[src/rtl/pktbus_pkg.sv]
package pktbus_pkg;
    localparam logic [4:0] NULL_ADDR = 5'h1F;

    typedef enum logic {
        PAR_EVEN = 1'b0,
        PAR_ODD  = 1'b1
    } par_sense_e;

    typedef struct packed {
        logic sop;
        logic eop;
        logic mod;
        logic err;
    } mark_t;
endpackage

[src/rtl/pktbus_addr_dec.sv]
module pktbus_addr_dec #(
    parameter int AW        = 5,
    parameter int NPORTS    = 4,
    parameter int BASE_ADDR = 0,
    localparam int PW       = (NPORTS > 1) ? $clog2(NPORTS) : 1
) (
    input  logic [AW-1:0] addr,
    output logic          hit,
    output logic [PW-1:0] idx
);
    import pktbus_pkg::*;

    logic [NPORTS-1:0] match;

    for (genvar p = 0; p < NPORTS; p++) begin : g_match
        localparam logic [AW-1:0] PADDR = AW'(BASE_ADDR + p);
        assign match[p] = (addr == PADDR) && (addr != NULL_ADDR);
    end

    always_comb begin
        hit = |match;
        idx = '0;
        for (int p = 0; p < NPORTS; p++) begin
            if (match[p]) idx = PW'(p);
        end
    end
endmodule

[src/rtl/pktbus_word_chk.sv]
module pktbus_word_chk #(
    parameter int DW = 16,
    localparam int HB = DW / 2
) (
    input  logic          [DW-1:0] data,
    input  logic                   par_in,
    input  logic                   par_odd,
    input  pktbus_pkg::mark_t      mark,
    output logic          [DW-1:0] data_out,
    output logic                   par_bad,
    output logic                   viol
);
    logic both_ends;
    logic stray_err;
    logic stray_mod;

    always_comb begin
        par_bad   = ((^data) ^ par_in) != par_odd;
        both_ends = mark.sop & mark.eop;
        stray_err = mark.err & ~mark.eop;
        stray_mod = mark.mod & ~mark.eop;
        viol      = both_ends | stray_err | stray_mod;
        data_out  = data;
        if (mark.eop && mark.mod) data_out[HB-1:0] = '0;
    end
endmodule

[src/rtl/pktbus_fill_cmp.sv]
module pktbus_fill_cmp #(
    parameter int NPORTS = 4,
    parameter int CW     = 5,
    parameter int THRESH = 12,
    localparam int PW    = (NPORTS > 1) ? $clog2(NPORTS) : 1
) (
    input  logic [NPORTS*CW-1:0] counts,
    input  logic [PW-1:0]        idx,
    output logic                 below
);
    logic [NPORTS-1:0] under;

    for (genvar p = 0; p < NPORTS; p++) begin : g_cmp
        assign under[p] = int'(counts[p*CW +: CW]) < THRESH;
    end

    always_comb begin
        below = 1'b0;
        for (int p = 0; p < NPORTS; p++) begin
            if (idx == PW'(p)) below = under[p];
        end
    end
endmodule

[src/rtl/pktbus_tx_port.sv]
module pktbus_tx_port #(
    parameter int AW         = 5,
    parameter int DW         = 16,
    parameter int NPORTS     = 4,
    parameter int BASE_ADDR  = 0,
    parameter int FIFO_DEPTH = 16,
    parameter int THRESH     = 12,
    localparam int CW        = $clog2(FIFO_DEPTH + 1),
    localparam int PW        = (NPORTS > 1) ? $clog2(NPORTS) : 1
) (
    input  logic                 clk,
    input  logic                 rst,
    input  logic                 wr_en_n,
    input  logic [AW-1:0]        addr,
    input  logic [DW-1:0]        data,
    input  logic                 par_in,
    input  logic                 par_odd,
    input  logic                 sop,
    input  logic                 eop,
    input  logic                 mod_in,
    input  logic                 err_in,
    input  logic [NPORTS*CW-1:0] fifo_count,
    output logic [NPORTS-1:0]    wr_strobe,
    output logic [DW-1:0]        wr_data,
    output logic                 wr_sop,
    output logic                 wr_eop,
    output logic                 wr_mod,
    output logic                 wr_err,
    output logic                 avail,
    output logic                 avail_oe,
    output logic                 par_err,
    output logic                 proto_err
);
    import pktbus_pkg::*;

    typedef struct packed {
        logic              sel_ok;
        logic [PW-1:0]     sel_idx;
        logic [NPORTS-1:0] strobe;
        logic [DW-1:0]     wdata;
        mark_t             wmark;
        logic              perr;
        logic              pviol;
    } state_t;

    state_t st_d, st_q;

    logic          dec_hit;
    logic [PW-1:0] dec_idx;
    logic [DW-1:0] chk_data;
    logic          chk_par;
    logic          chk_viol;
    logic          fill_below;
    mark_t         in_mark;

    assign in_mark = '{sop: sop, eop: eop, mod: mod_in, err: err_in};

    pktbus_addr_dec #(
        .AW(AW), .NPORTS(NPORTS), .BASE_ADDR(BASE_ADDR)
    ) u_dec (
        .addr(addr), .hit(dec_hit), .idx(dec_idx)
    );

    pktbus_word_chk #(
        .DW(DW)
    ) u_chk_word (
        .data(data), .par_in(par_in), .par_odd(par_odd), .mark(in_mark),
        .data_out(chk_data), .par_bad(chk_par), .viol(chk_viol)
    );

    pktbus_fill_cmp #(
        .NPORTS(NPORTS), .CW(CW), .THRESH(THRESH)
    ) u_fill (
        .counts(fifo_count), .idx(st_q.sel_idx), .below(fill_below)
    );

    always_comb begin
        st_d        = st_q;
        st_d.strobe = '0;
        st_d.perr   = 1'b0;
        st_d.pviol  = 1'b0;
        if (wr_en_n) begin
            st_d.sel_ok  = dec_hit;
            st_d.sel_idx = dec_idx;
        end else if (st_q.sel_ok) begin
            st_d.strobe[st_q.sel_idx] = 1'b1;
            st_d.wdata = chk_data;
            st_d.wmark = in_mark;
            st_d.perr  = chk_par;
            st_d.pviol = chk_viol;
        end
    end

    always_ff @(posedge clk) begin
        if (rst) st_q <= '0;
        else     st_q <= st_d;
    end

    assign wr_strobe = st_q.strobe;
    assign wr_data   = st_q.wdata;
    assign wr_sop    = st_q.wmark.sop;
    assign wr_eop    = st_q.wmark.eop;
    assign wr_mod    = st_q.wmark.mod;
    assign wr_err    = st_q.wmark.err;
    assign par_err   = st_q.perr;
    assign proto_err = st_q.pviol;
    assign avail_oe  = ~wr_en_n & st_q.sel_ok;
    assign avail     = avail_oe & fill_below;
endmodule

[config.mk]
export PLATFORM = sky130hd
export DESIGN_NAME = pktbus_tx_port
export DESIGN_NICKNAME = d
export VERILOG_FILES = /design/src/rtl/pktbus_pkg.sv /design/src/rtl/pktbus_addr_dec.sv /design/src/rtl/pktbus_word_chk.sv /design/src/rtl/pktbus_fill_cmp.sv /design/src/rtl/pktbus_tx_port.sv
export SDC_FILE = /design/constraint.sdc
export NUM_CORES = 1
export LEC_CHECK = 0
export ABC_CLOCK_PERIOD_IN_PS = 2200
export BUFFER_PORTS_ARGS = -buffer_cell sky130_fd_sc_hd__buf_2
export CAP_MARGIN = 10
export CORE_MARGIN = 10
export CORE_UTILIZATION = 46
export DETAILED_ROUTE_END_ITERATION = 10
export GPL_TIMING_DRIVEN = 1
export PLACE_DENSITY = 0.84
export SLEW_MARGIN = 10
export SYNTH_ARGS = -nofsm -noshare
export SYNTH_HDL_FRONTEND = slang
export SYNTH_SLANG_ARGS = --single-unit
[constraint.sdc]
create_clock -name clk -period 2.2 [get_ports clk]
set_input_delay 0.33 -clock clk [delete_from_list [all_inputs] [get_ports clk]]
set_output_delay 0.33 -clock clk [all_outputs]
set_load 0.05 [all_outputs]
==> flow_summary_export.csv <==
group,metric,value,unit
sta,max_freq,0.4974,GHz
final_layout,drive_gt1_frac,0.3971,
setup_path,critical_path.endpoint,"avail",
grt,track_usage,0.1321,
setup_path,r2r_setup_slack,0.72,ns
clock_network,numClockSinks,29,
yosys,yosys_warnings,0,
placed_design,portBuffers,69,
final_layout,nNetsFinal,253,
yosys,synth_nets,202,
grt,grt_antenna_before_repair,0,
clock_network,cts_hold_buf,0,
sta,setup_violations,0,
die,start_util,0.4828,
clock_network,path_clk_slew,0.09,ns
setup_path,r2r-end,"proto_err$_SDFF_PP0_",
outcome,outcome,"completed",
job,drv_cap,0,
final_layout,layout.area.seq,580.6,sq um
pwr,cellPowerDensity,613.9,nW/um^2
detailed_routing,ant_nets,0,
setup_path,required,1.87,ns
setup_path,reg2regPathDepth,5,
grt,grt_max_degree,23,
placed_design,dpl.hpwl,2.731,mm
pwr,ir_worst_vdd,464.3,uV
sta,tightest_slew,0.4027,ns
clock_network,cts_root_buf,"clkbuf_4",
die,die_h,73.80,microns
die,ios,78,
final_layout,layout_commonest_cell,"buf_2",
final_layout,areaGrowthSynthToFinish,20.49,%
detailed_routing,vias,1189,
yosys,syn_inst,152,
clock_network,cts_tree,"built",
pwr,leakagePower,0.7618,nW
clock_network,insertion_delay,0.31,ns
setup_path,endpoint_kind,"primary output",
sta,tns,0,ns
die,design.core.area,2758,sq um
sta,hold_viol,0,
final_layout,fillers,275,
final_layout,multiInputGateArea,564.3,sq um
sta,fin_skew,0.004706,ns
setup_path,path_class,"flop to primary output",
clock_network,clockBufferDepth,2,
hold_path,worstHoldPathType,"primary input to flop",
yosys,syn_area_per_cell,8.758,sq um
sta,fin_crit_sh,0.9138,
final_layout,final_cell_mix,"69 x buf_2, 29 x dfxtp_1, 27 x nand2_1, 14 x nor2_1, 13 x a21oi_1",
placed_design,pre_cts_ws,0.5034,ns
grt,grt_pass1_vias,1262,
die,row_count,19,
detailed_routing,vias_per_cell,5.060,
clock_network,ctsResizeCount,0,
sta,finalMaxSlewViolations,0,
detailed_routing,wl_per_cell,14.66,microns
yosys,netlist_area,1331,sq um
grt,gr-total-overflow,0,
yosys,ys_ff_latch,29,
clock_network,cts_htree_levels,2,
sta,min_period,2.010,ns
grt,grt_pass1_wl,5.761,mm
detailed_routing,drt_iter0_drc,75,
sta,setup_slack,0.1897,ns
setup_path,critPathMaxFanout,6,
clock_network,postCtsSetupRepairBufs,0,
final_layout,antenna_cells,0,
setup_path,cp-start-kind,"flop",
sta,rsz0062_at_grt,"false",
setup_path,r2r_start,"st_q[28]$_SDFFE_PP0P_",
detailed_routing,drc,0,
placed_design,gp_congestion,0.7646,
die,dieWidth,73.80,microns
yosys,yosysSeqAreaShare,0.4361,
final_layout,final_util,0.5817,
yosys,synth.distinct_cells,24,
setup_path,arrival,1.68,ns
pwr,totalPowerFinal,0.0009847,W
detailed_routing,drt-total-wl,3.446,mm
die,design.die.area,5446,sq um
sta,maxSlewHeadroom,0.7315,
setup_path,crit_start,"st_q[26]$_SDFFE_PP0P_",
detailed_routing,firstDrtPassIters,4,
sta,hold_ws,0.2294,ns
clock_network,cts_buffers,5,
## layout make-up
cell class,instances,share of cell area
Sequential cell,29,0.3619
Multi-Input combinational cell,93,0.3518
Timing Repair Buffer,71,0.2246
Clock buffer,8,0.03042
Tap cell,31,0.02418
Inverter,3,0.007020
## per-stage QoR
step	cells	instance area, sq um
2_1_floorplan	152	1336
3_3_place_gp	227	1555
3_5_place_dp	227	1555
4_1_cts	235	1604
5_1_grt	235	1604
6_report	235	1604
## critical path: stages (launching register included)
cell      delay [ns]
dfxtp_1         0.46
inv_2           0.09
a211oi_1        0.22
nor2_1          0.08
a211oi_2        0.21
buf_2           0.29
## routing by layer
metal / up-vias / GRT usage / wire length, microns / share of wire
met1: 531 / 0.1381 / 1304 / 0.38
met3: 5 / 0.1117 / 672 / 0.20
met4: 0 / 0.03106 / 25 / 0.0073
met2: 64 / 0.1979 / 1444 / 0.42
met5: - / 0 / 0 / 0
li1: 589 / - / - / -
## where the power goes
part	internal, W	leakage (nW)	switching, W
clock network	0.000127	0.0265	0.000164
logic	0.0000864	0.501	0.0000754
registers	0.000529	0.234	0.00000281
total	0.000743	0.762	0.000242
## logic make-up after synthesis
logic type,count (synthesis),synth area share
AND/OR/NAND/NOR,48,0.1466
AO/OA/AOI/OAI,30,0.1476
buffers and inverters,30,0.1438
flip-flops,29,0.4361
XOR/XNOR,14,0.1184
multiplexers,1,0.007519
## synthesized netlist by cell type (all sizes together)
cell type,n,share of area
a22o,2,0.013
xor2,2,0.013
clkbuf,3,0.0085
nor3,2,0.0075
xnor2,10,0.071
mux2i,1,0.0075
dfxtp,29,0.44
nand2,27,0.076
or2,1,0.0047
nand2b,2,0.0094
buf,24,0.13
nor4,2,0.0094
o31ai,1,0.0056
inv,3,0.0085
a22oi,8,0.045
a211oi,5,0.028
a21oi,14,0.055
nor2,14,0.039
xnor3,2,0.034
## flip-flops by register name, indices dropped and copies added, names as in the netlist
name       count
wr_data       16
wr_strobe      4
st_q           3
par_err        1
proto_err      1
wr_eop         1
wr_err         1
wr_mod         1
wr_sop         1
## worst min path at each step
stage / from / end / slack [ns] / depth (start not counted)
floorplan: eop / proto_err$_SDFF_PP0_ / 0.42 / 1
global placement: wr_data[8]$_SDFFE_PP0P_ / wr_data[8]$_SDFFE_PP0P_ / 0.44 / 2
detailed placement: wr_sop$_SDFFE_PP0P_ / wr_sop$_SDFFE_PP0P_ / 0.44 / 2
CTS: addr[0] / st_q[26]$_SDFFE_PP0P_ / 0.21 / 2
global route: addr[1] / st_q[27]$_SDFFE_PP0P_ / 0.21 / 2
finish: addr[1] / st_q[27]$_SDFFE_PP0P_ / 0.23 / 2
(Power assumes the default switching activity.)
